`src/rtl/txstat_stack.sv`:
```
module txstat_stack #(
  parameter int DEPTH = 4
) (
  input  logic       clk,
  input  logic       rst_n,
  input  logic       push_vld,
  input  logic       push_intr,
  input  logic       push_jab,
  input  logic       push_und,
  input  logic       push_maxcol,
  input  logic       host_wr,
  input  logic       tx_reset,
  output logic [7:0] rd_data,
  output logic       tx_cmpl_evt,
  output logic       tx_halt
);
  localparam int CW = $clog2(DEPTH + 1);
  localparam int IW = (DEPTH > 1) ? $clog2(DEPTH) : 1;

  logic [7:0]    stk [DEPTH];
  logic [CW-1:0] cnt, cnt_pop, cnt_nxt;
  logic [IW-1:0] top_idx, wr_idx;
  logic          pop_ok, keep, fatal, room, wr_en, ovf_mark;
  logic [7:0]    entry;

  assign fatal    = push_jab | push_und;
  assign keep     = push_vld & (push_intr | fatal | push_maxcol);
  assign entry    = {1'b1, push_intr, push_jab, push_und, push_maxcol, 3'b000};
  assign pop_ok   = host_wr && (cnt != '0);
  assign cnt_pop  = cnt - CW'(pop_ok);
  assign room     = cnt_pop < CW'(DEPTH);
  assign wr_en    = keep & room;
  assign ovf_mark = keep & ~room;
  assign cnt_nxt  = cnt_pop + CW'(wr_en);
  assign wr_idx   = IW'(cnt_pop);
  assign top_idx  = IW'(cnt - CW'(1));

  assign tx_cmpl_evt = (cnt != '0);
  assign rd_data     = tx_cmpl_evt ? stk[top_idx] : 8'h00;

  always_ff @(posedge clk or negedge rst_n) begin
    if (!rst_n) begin
      cnt     <= '0;
      tx_halt <= 1'b0;
    end else if (tx_reset) begin
      cnt     <= '0;
      tx_halt <= 1'b0;
    end else begin
      cnt <= cnt_nxt;
      if (push_vld && fatal) tx_halt <= 1'b1;
    end
  end

  always_ff @(posedge clk) begin
    if (!tx_reset) begin
      if (wr_en)         stk[wr_idx]  <= entry;
      else if (ovf_mark) stk[top_idx] <= stk[top_idx] | 8'h04;
    end
  end
endmodule


```
`config.mk`:
```
export PLATFORM = sky130hd
export DESIGN_NAME = txstat_stack
export DESIGN_NICKNAME = d
export VERILOG_FILES = /design/src/rtl/txstat_stack.sv
export SDC_FILE = /design/constraint.sdc
export NUM_CORES = 1
export LEC_CHECK = 0
export ABC_AREA = 0
export BUFFER_PORTS_ARGS = -buffer_cell sky130_fd_sc_hd__buf_4
export CORE_MARGIN = 3
export CORE_UTILIZATION = 41
export DETAILED_ROUTE_END_ITERATION = 8
export HOLD_SLACK_MARGIN = 0.12
export PLACE_DENSITY_LB_ADDON = 0.15
export RECOVER_POWER = 50
export SYNTH_ARGS = -nofsm -noshare
export SYNTH_HDL_FRONTEND = slang
export SYNTH_SLANG_ARGS = --single-unit
```
`constraint.sdc`:
```
create_clock -name clk -period 2.9 [get_ports clk]
set_input_delay 0.145 -clock clk [delete_from_list [all_inputs] [get_ports clk]]
set_output_delay 0.145 -clock clk [all_outputs]
set_load 0.005 [all_outputs]
```
==> Word level (Yosys, flattened, before mapping) <==
Memory sizes are Yosys's and may differ from the RTL's.
Cells that the tools add are included.
{ "totals": {"mem_bits_rw": 32, "inputBits": 9, "elab_cells": 33, "memories": 1, "ff_bits": 4, "output_inout_bits": 10} }
{ "op_classes": {"reduce_logical": 5, "bitwise": 7, "add_sub_neg": 3, "muxes": 14, "order_cmp": 1} }
{ "memory_table": {"columns": ["memory", "depth", "word_bits", "read_ports", "rd_ports_with_merged_regs", "wr", "line", "source"], "rows": [
  ["stk", 4, 8, 1, 0, 1, "20", "logic [7:0] stk [DEPTH];"]
]} }
{ "op_table": {"columns": ["operator", "count"], "rows": [
  ["2-to-1 mux 8 bit", 2],
  ["2-to-1 mux 1 bit", 10],
  ["OR reduction 8 bit", 1],
  ["adder 3 x 1 -> 3 bit", 1],
  ["bitwise AND 1 bit", 3],
  ["< comparator 3 bit (second input constant)", 1],
  ["2-to-1 mux 3 bit", 1],
  ["bitwise OR 1 bit", 3],
  ["nonzero test 3 bit", 1],
  ["subtractor 3 x 1 -> 3 bit", 1],
  ["logical AND 1 bit", 2],
  ["2-to-1 mux 2 bit", 1],
  ["nonzero test 2 bit", 1],
  ["subtractor 2 x 1 -> 2 bit (second input constant)", 1],
  ["NOT 1 bit", 1]
]} }

==> Depth between registers and ports, before layout <==
{ "logic_depth": {"word_depth": 12, "depth_mapped": 14, "mapped_depth_nobuf": 12} }

==> Least setup slack after synthesis <==
OpenSTA, ideal clock, no wires.
{ "synth_path": {"kind": "register to register", "from": "register cnt[0]", "to": "memory stk[2][0], enable pin", "required_ns": 2.525, "n_path_buf": 2, "arrival_time_ns": 2.529, "period_less_slack_ns": 2.904, "path_slack_ns": -0.004, "setup_time_ns": 0.375, "stages_incl_launch_ff": 12, "path_cell_list": "dfrtp_1 > buf_2 > inv_2 > ha_1 > nand2b_1 > clkbuf_1 > and2_1 > ha_1 > ha_1 > xnor2_1 > or3_1 > a21oi_1"} }
{ "synth_between": {"elab_chain_len": 12, "elab_cells_between_ends": 18, "cone_classes": "2 x add/sub; 1 x order compare; 9 x mux; 3 x bitwise; 3 x reduce/logical"} }
{ "synth_rtl": {"columns": ["element", "line", "source"], "rows": [
  ["start, declared", "21", "logic [CW-1:0] cnt, cnt_pop, cnt_nxt;"],
  ["start signal, assigned", "49", "cnt <= cnt_nxt;"],
  ["nonzero test 3 bit (*)", null, null],
  ["via tx_cmpl_evt", "14", "output logic tx_cmpl_evt,"],
  ["logical AND 1 bit (*)", "29", "assign pop_ok = host_wr && (cnt != '0);"],
  ["subtractor 3 x 1 -> 3 bit (*)", "30", "assign cnt_pop = cnt - CW'(pop_ok);"],
  ["< comparator 3 bit", "31", "assign room = cnt_pop < CW'(DEPTH);"],
  ["NOT 1 bit", "33", "assign ovf_mark = keep & ~room;"],
  ["bitwise AND 1 bit", "33", null],
  ["2-to-1 mux 1 bit", "57", "else if (ovf_mark) stk[top_idx] <= stk[top_idx] | 8'h04;"],
  ["2-to-1 mux 1 bit", "56", "if (wr_en) stk[wr_idx] <= entry;"],
  ["2-to-1 mux 1 bit", "55", "if (!tx_reset) begin"],
  ["2-to-1 mux 1 bit (not written as such)", "57", null],
  ["OR reduction 8 bit (no line)", null, null],
  ["2-to-1 mux 2 bit (no line) / 2-to-1 mux 1 bit (equally long branches)", null, null],
  ["end, declared", "20", null]
]} }
Mark *: on every way through the listed nets, which the timed path passes. The rest lies on a longest branch.

==> Worst setup path after layout <==
{ "layout_path": {"from": "register cnt[0]", "to": "memory stk[2][5], enable pin"} }
{ "layout_between": {"elab_chain_len": 12, "elab_cells_between_ends": 18, "cone_classes": "2 x add/sub; 1 x order compare; 9 x mux; 3 x bitwise; 3 x reduce/logical"} }
{ "layout_rtl": {"columns": ["element", "line"], "rows": [
  ["nonzero test 3 bit", "29"],
  ["logical AND 1 bit", "29"],
  ["subtractor 3 x 1 -> 3 bit", "30"],
  ["< comparator 3 bit", "31"],
  ["NOT 1 bit", "33"],
  ["bitwise AND 1 bit", "33"],
  ["2-to-1 mux 1 bit", "57"],
  ["2-to-1 mux 1 bit", "56"],
  ["2-to-1 mux 1 bit", "55"],
  ["2-to-1 mux 1 bit (not written as such)", "57"],
  ["OR reduction 8 bit (no line)", null],
  ["2-to-1 mux 2 bit (no line) / 2-to-1 mux 1 bit (equally long branches)", null]
]} }
Several ways; a longest one is shown, not always the timed one.

==> reports/qor.yml <==
timing:
  finalMaxSlewViolations: 0
  period_share_pct: 93.1
  finClkSkew_ns: 0.00447
  hold_violations: 0
  layout_setup_ws_ns: 0.200
  worst_pin_slew_ns: 0.594
  finalCriticalPeriod_ns: 2.70
  setup_viol: 0
  whs_ns: 0.196
  finalSetupTns_ns: 0
  grt_setup_unrepaired: "false"
  max-slew-margin-rel_pct: 60.4
  fmax_mhz: 370
floorplan:
  floorplan.initialDensity_pct: 43.8
  die_x_um: 69.2
  die_h_um: 69.2
  die-area_um2: 4790
  core_area_um2: 3740
  rows: 22
  pin_count: 19
finish:
  syn_to_final_growth_pct: 18.6
  final-instance-count-excl-fill: 177
  fillers: 348
  fin_nets: 142
  diodes: 0
  final_common_cell: "edfxtp_1"
  layout_common_cells: "edfxtp_1 (32), buf_4 (14), mux4_2 (8), and2_1 (6), nand3_1 (6)"
  regArea_um2: 1060
  multiInputGateArea_um2: 538
  fin_area_um2: 1940
  drive_above_1_share_pct: 32.6
worst_setup_path:
  slowest_stage: "a21oi_2"
  critPathMaxFanout: 8
  path_cells: "inv_1, ha_1, nand2b_1, and2_0, ha_1, ha_1, xnor2_1, or3_1, a21oi_2"
  cpMostUsedCell: "ha_1"
  worst_setup_path_start_kind: "flip-flop"
  r2r_setup_slack_ns: 0.20
  critPathRequiredTime_ns: 2.82
  critPathKind: "flip-flop to flip-flop"
  cpPeakStageDelay_ns: 0.50
  critPathArrivalTime_ns: 2.62
  end_kind: "flip-flop"
clocking:
  cts_root_buffer: "clkbuf_8"
  cts_inserted_buffers: 5
  ctsResizeCount: 0
  cts_buffer_depth: 2
  h-tree-depth: 2
  postCtsSetupBuffers: 0
  cts_tree: "built"
  cts_hold_buf: 2
  clock-sinks: 36
  path_clk_slew_ns: 0.06
  clk_latency_ns: 0.29
detailed_routing:
  drt_iter0_markers: 42
  drtPass1Iterations: 4
  wl_per_cell_um: 17.3
  via_per_inst: 5.12
  vias: 907
  drt-total-wl_um: 3070
  drcViolationCount: 0
  antenna_left: 0
synthesis:
  syn_area_um2: 1640
  yosys_register_bits: 36
  yosysUniqueCellTypes: 25
  synth_top_area_share_pct: 58.7
  yosysTopAreaCell: "edfxtp_1"
  ys_warn_count: 0
  synth.top_cells.by_area: "edfxtp_1 (59%), mux4_2 (11%), dfrtp_1 (6.1%)"
  avgSynthCellArea_um2: 16.5
  ys_seq_area_share_pct: 64.8
  synth_nets: 113
  syn_inst: 99
grt:
  antenna_found_initial: 0
  grt_pass1_wl_um: 4930
  grt_remaining_overflow: 0
  grt_usage_pct: 13.8
  grt_max_degree: 13
  grt_pass1_vias: 925
run_status:
  outcome: "finished clean"
placed_design:
  placed_area_um2: 1860
  dp_cells: 167
  gp_congestion: 0.762
  dpl.hpwl_um: 2100
  portBuffers: 18
  place_ws_ns: 0.223
run:
  drv_cap: 0
pwr:
  powerDensity_nw_per_um2: 890
  ir_drop_mv: 0.436
  leakage_nw: 0.710
hold_path:
  hold_path.class: "primary input to flip-flop"
path summary, 6_finish.rpt:
path	start	endpoint	cells after the start
max in group asynchronous	rst_n	cnt[2]	2
worst min-delay path	push_maxcol	stk[0][3]	2
min in group asynchronous	rst_n	tx_halt	2
worst max-delay path	cnt[0]	stk[2][5]	9
worst max register to register	cnt[0]	stk[2][5]	9
worst min register to register	tx_halt	tx_halt	2
power breakdown:
part | leakage (nW) | total (mW) | switching, mW | internal [mW]
sequential | 0.337 | 0.698 | 0.0226 | 0.675
combinational | 0.328 | 0.702 | 0.356 | 0.347
clock | 0.0453 | 0.329 | 0.166 | 0.163
sequential cells by signal, indices dropped and copies added, names as in the netlist:
register,count
cnt,3
stk,32
tx_halt,1
metal layers:
layer,vias to the layer above,track usage (%),routed length [um]
met3,6,4.49,127
met4,0,4.56,42
li1,439,-,-
met5,-,0,0
met1,442,18.2,1430
met2,20,21.6,1470
cell type report:
cell class                      count  area share [%]
Sequential cell                    36            54.6
Multi-Input combinational cell     54            27.7
Clock buffer                        5            3.54
Inverter                            5           0.966
Timing Repair Buffer               26            9.34
Clock inverter                      3           0.709
Tap cell                           48            3.09
Yosys cell counts:
| cell type | n |
|---|---|
| inv_1 | 4 |
| xor2_1 | 1 |
| buf_2 | 1 |
| or3_1 | 2 |
| inv_2 | 1 |
| o21ai_0 | 1 |
| a21oi_1 | 5 |
| nand2b_1 | 2 |
| mux4_2 | 8 |
| buf_1 | 1 |
| mux2_4 | 4 |
| xnor2_1 | 2 |
| nand3_1 | 6 |
| nand3b_1 | 1 |
| dfrtp_1 | 4 |
| and4b_1 | 1 |
| nor2_1 | 1 |
| ha_1 | 5 |
| and3_1 | 1 |
| clkbuf_1 | 1 |
| edfxtp_1 | 32 |
| nor2b_1 | 2 |
| or4_4 | 1 |
| buf_6 | 1 |
| and2_1 | 11 |
logic make-up (layout without fill, tap and decap cells):
logic type / count (synthesis) / in the layout / synth area share, %
buffers and inverters: 9 / 39 / 2.60
XOR/XNOR: 3 / 3 / 1.60
flip-flops: 36 / 36 / 64.8
multiplexers: 12 / 12 / 14.7
AO/OA/AOI/OAI: 6 / 6 / 1.83
AND/OR/NAND/NOR: 28 / 28 / 10.7
adder cells (fa/ha/maj): 5 / 5 / 3.82
per-stage QoR:
stage,utilization (%),total power [mW]
2_1_floorplan,-,1.16
5_1_grt,51.9,1.85
3_5_place_dp,49.7,1.44
4_1_cts,52.5,1.77
3_3_place_gp,49.7,1.43
6_report,51.9,1.73
critical path: cells and delay by family, from the launching register on:
family          cells  cell delay, ns
xor+xnor            1            0.22
compound gates      1            0.50
flops               1            0.38
buf+inv             1            0.11
simple gates        3            0.59
fa+ha+maj           3            0.55
Note: power is estimated with default switching activity, not from simulation.
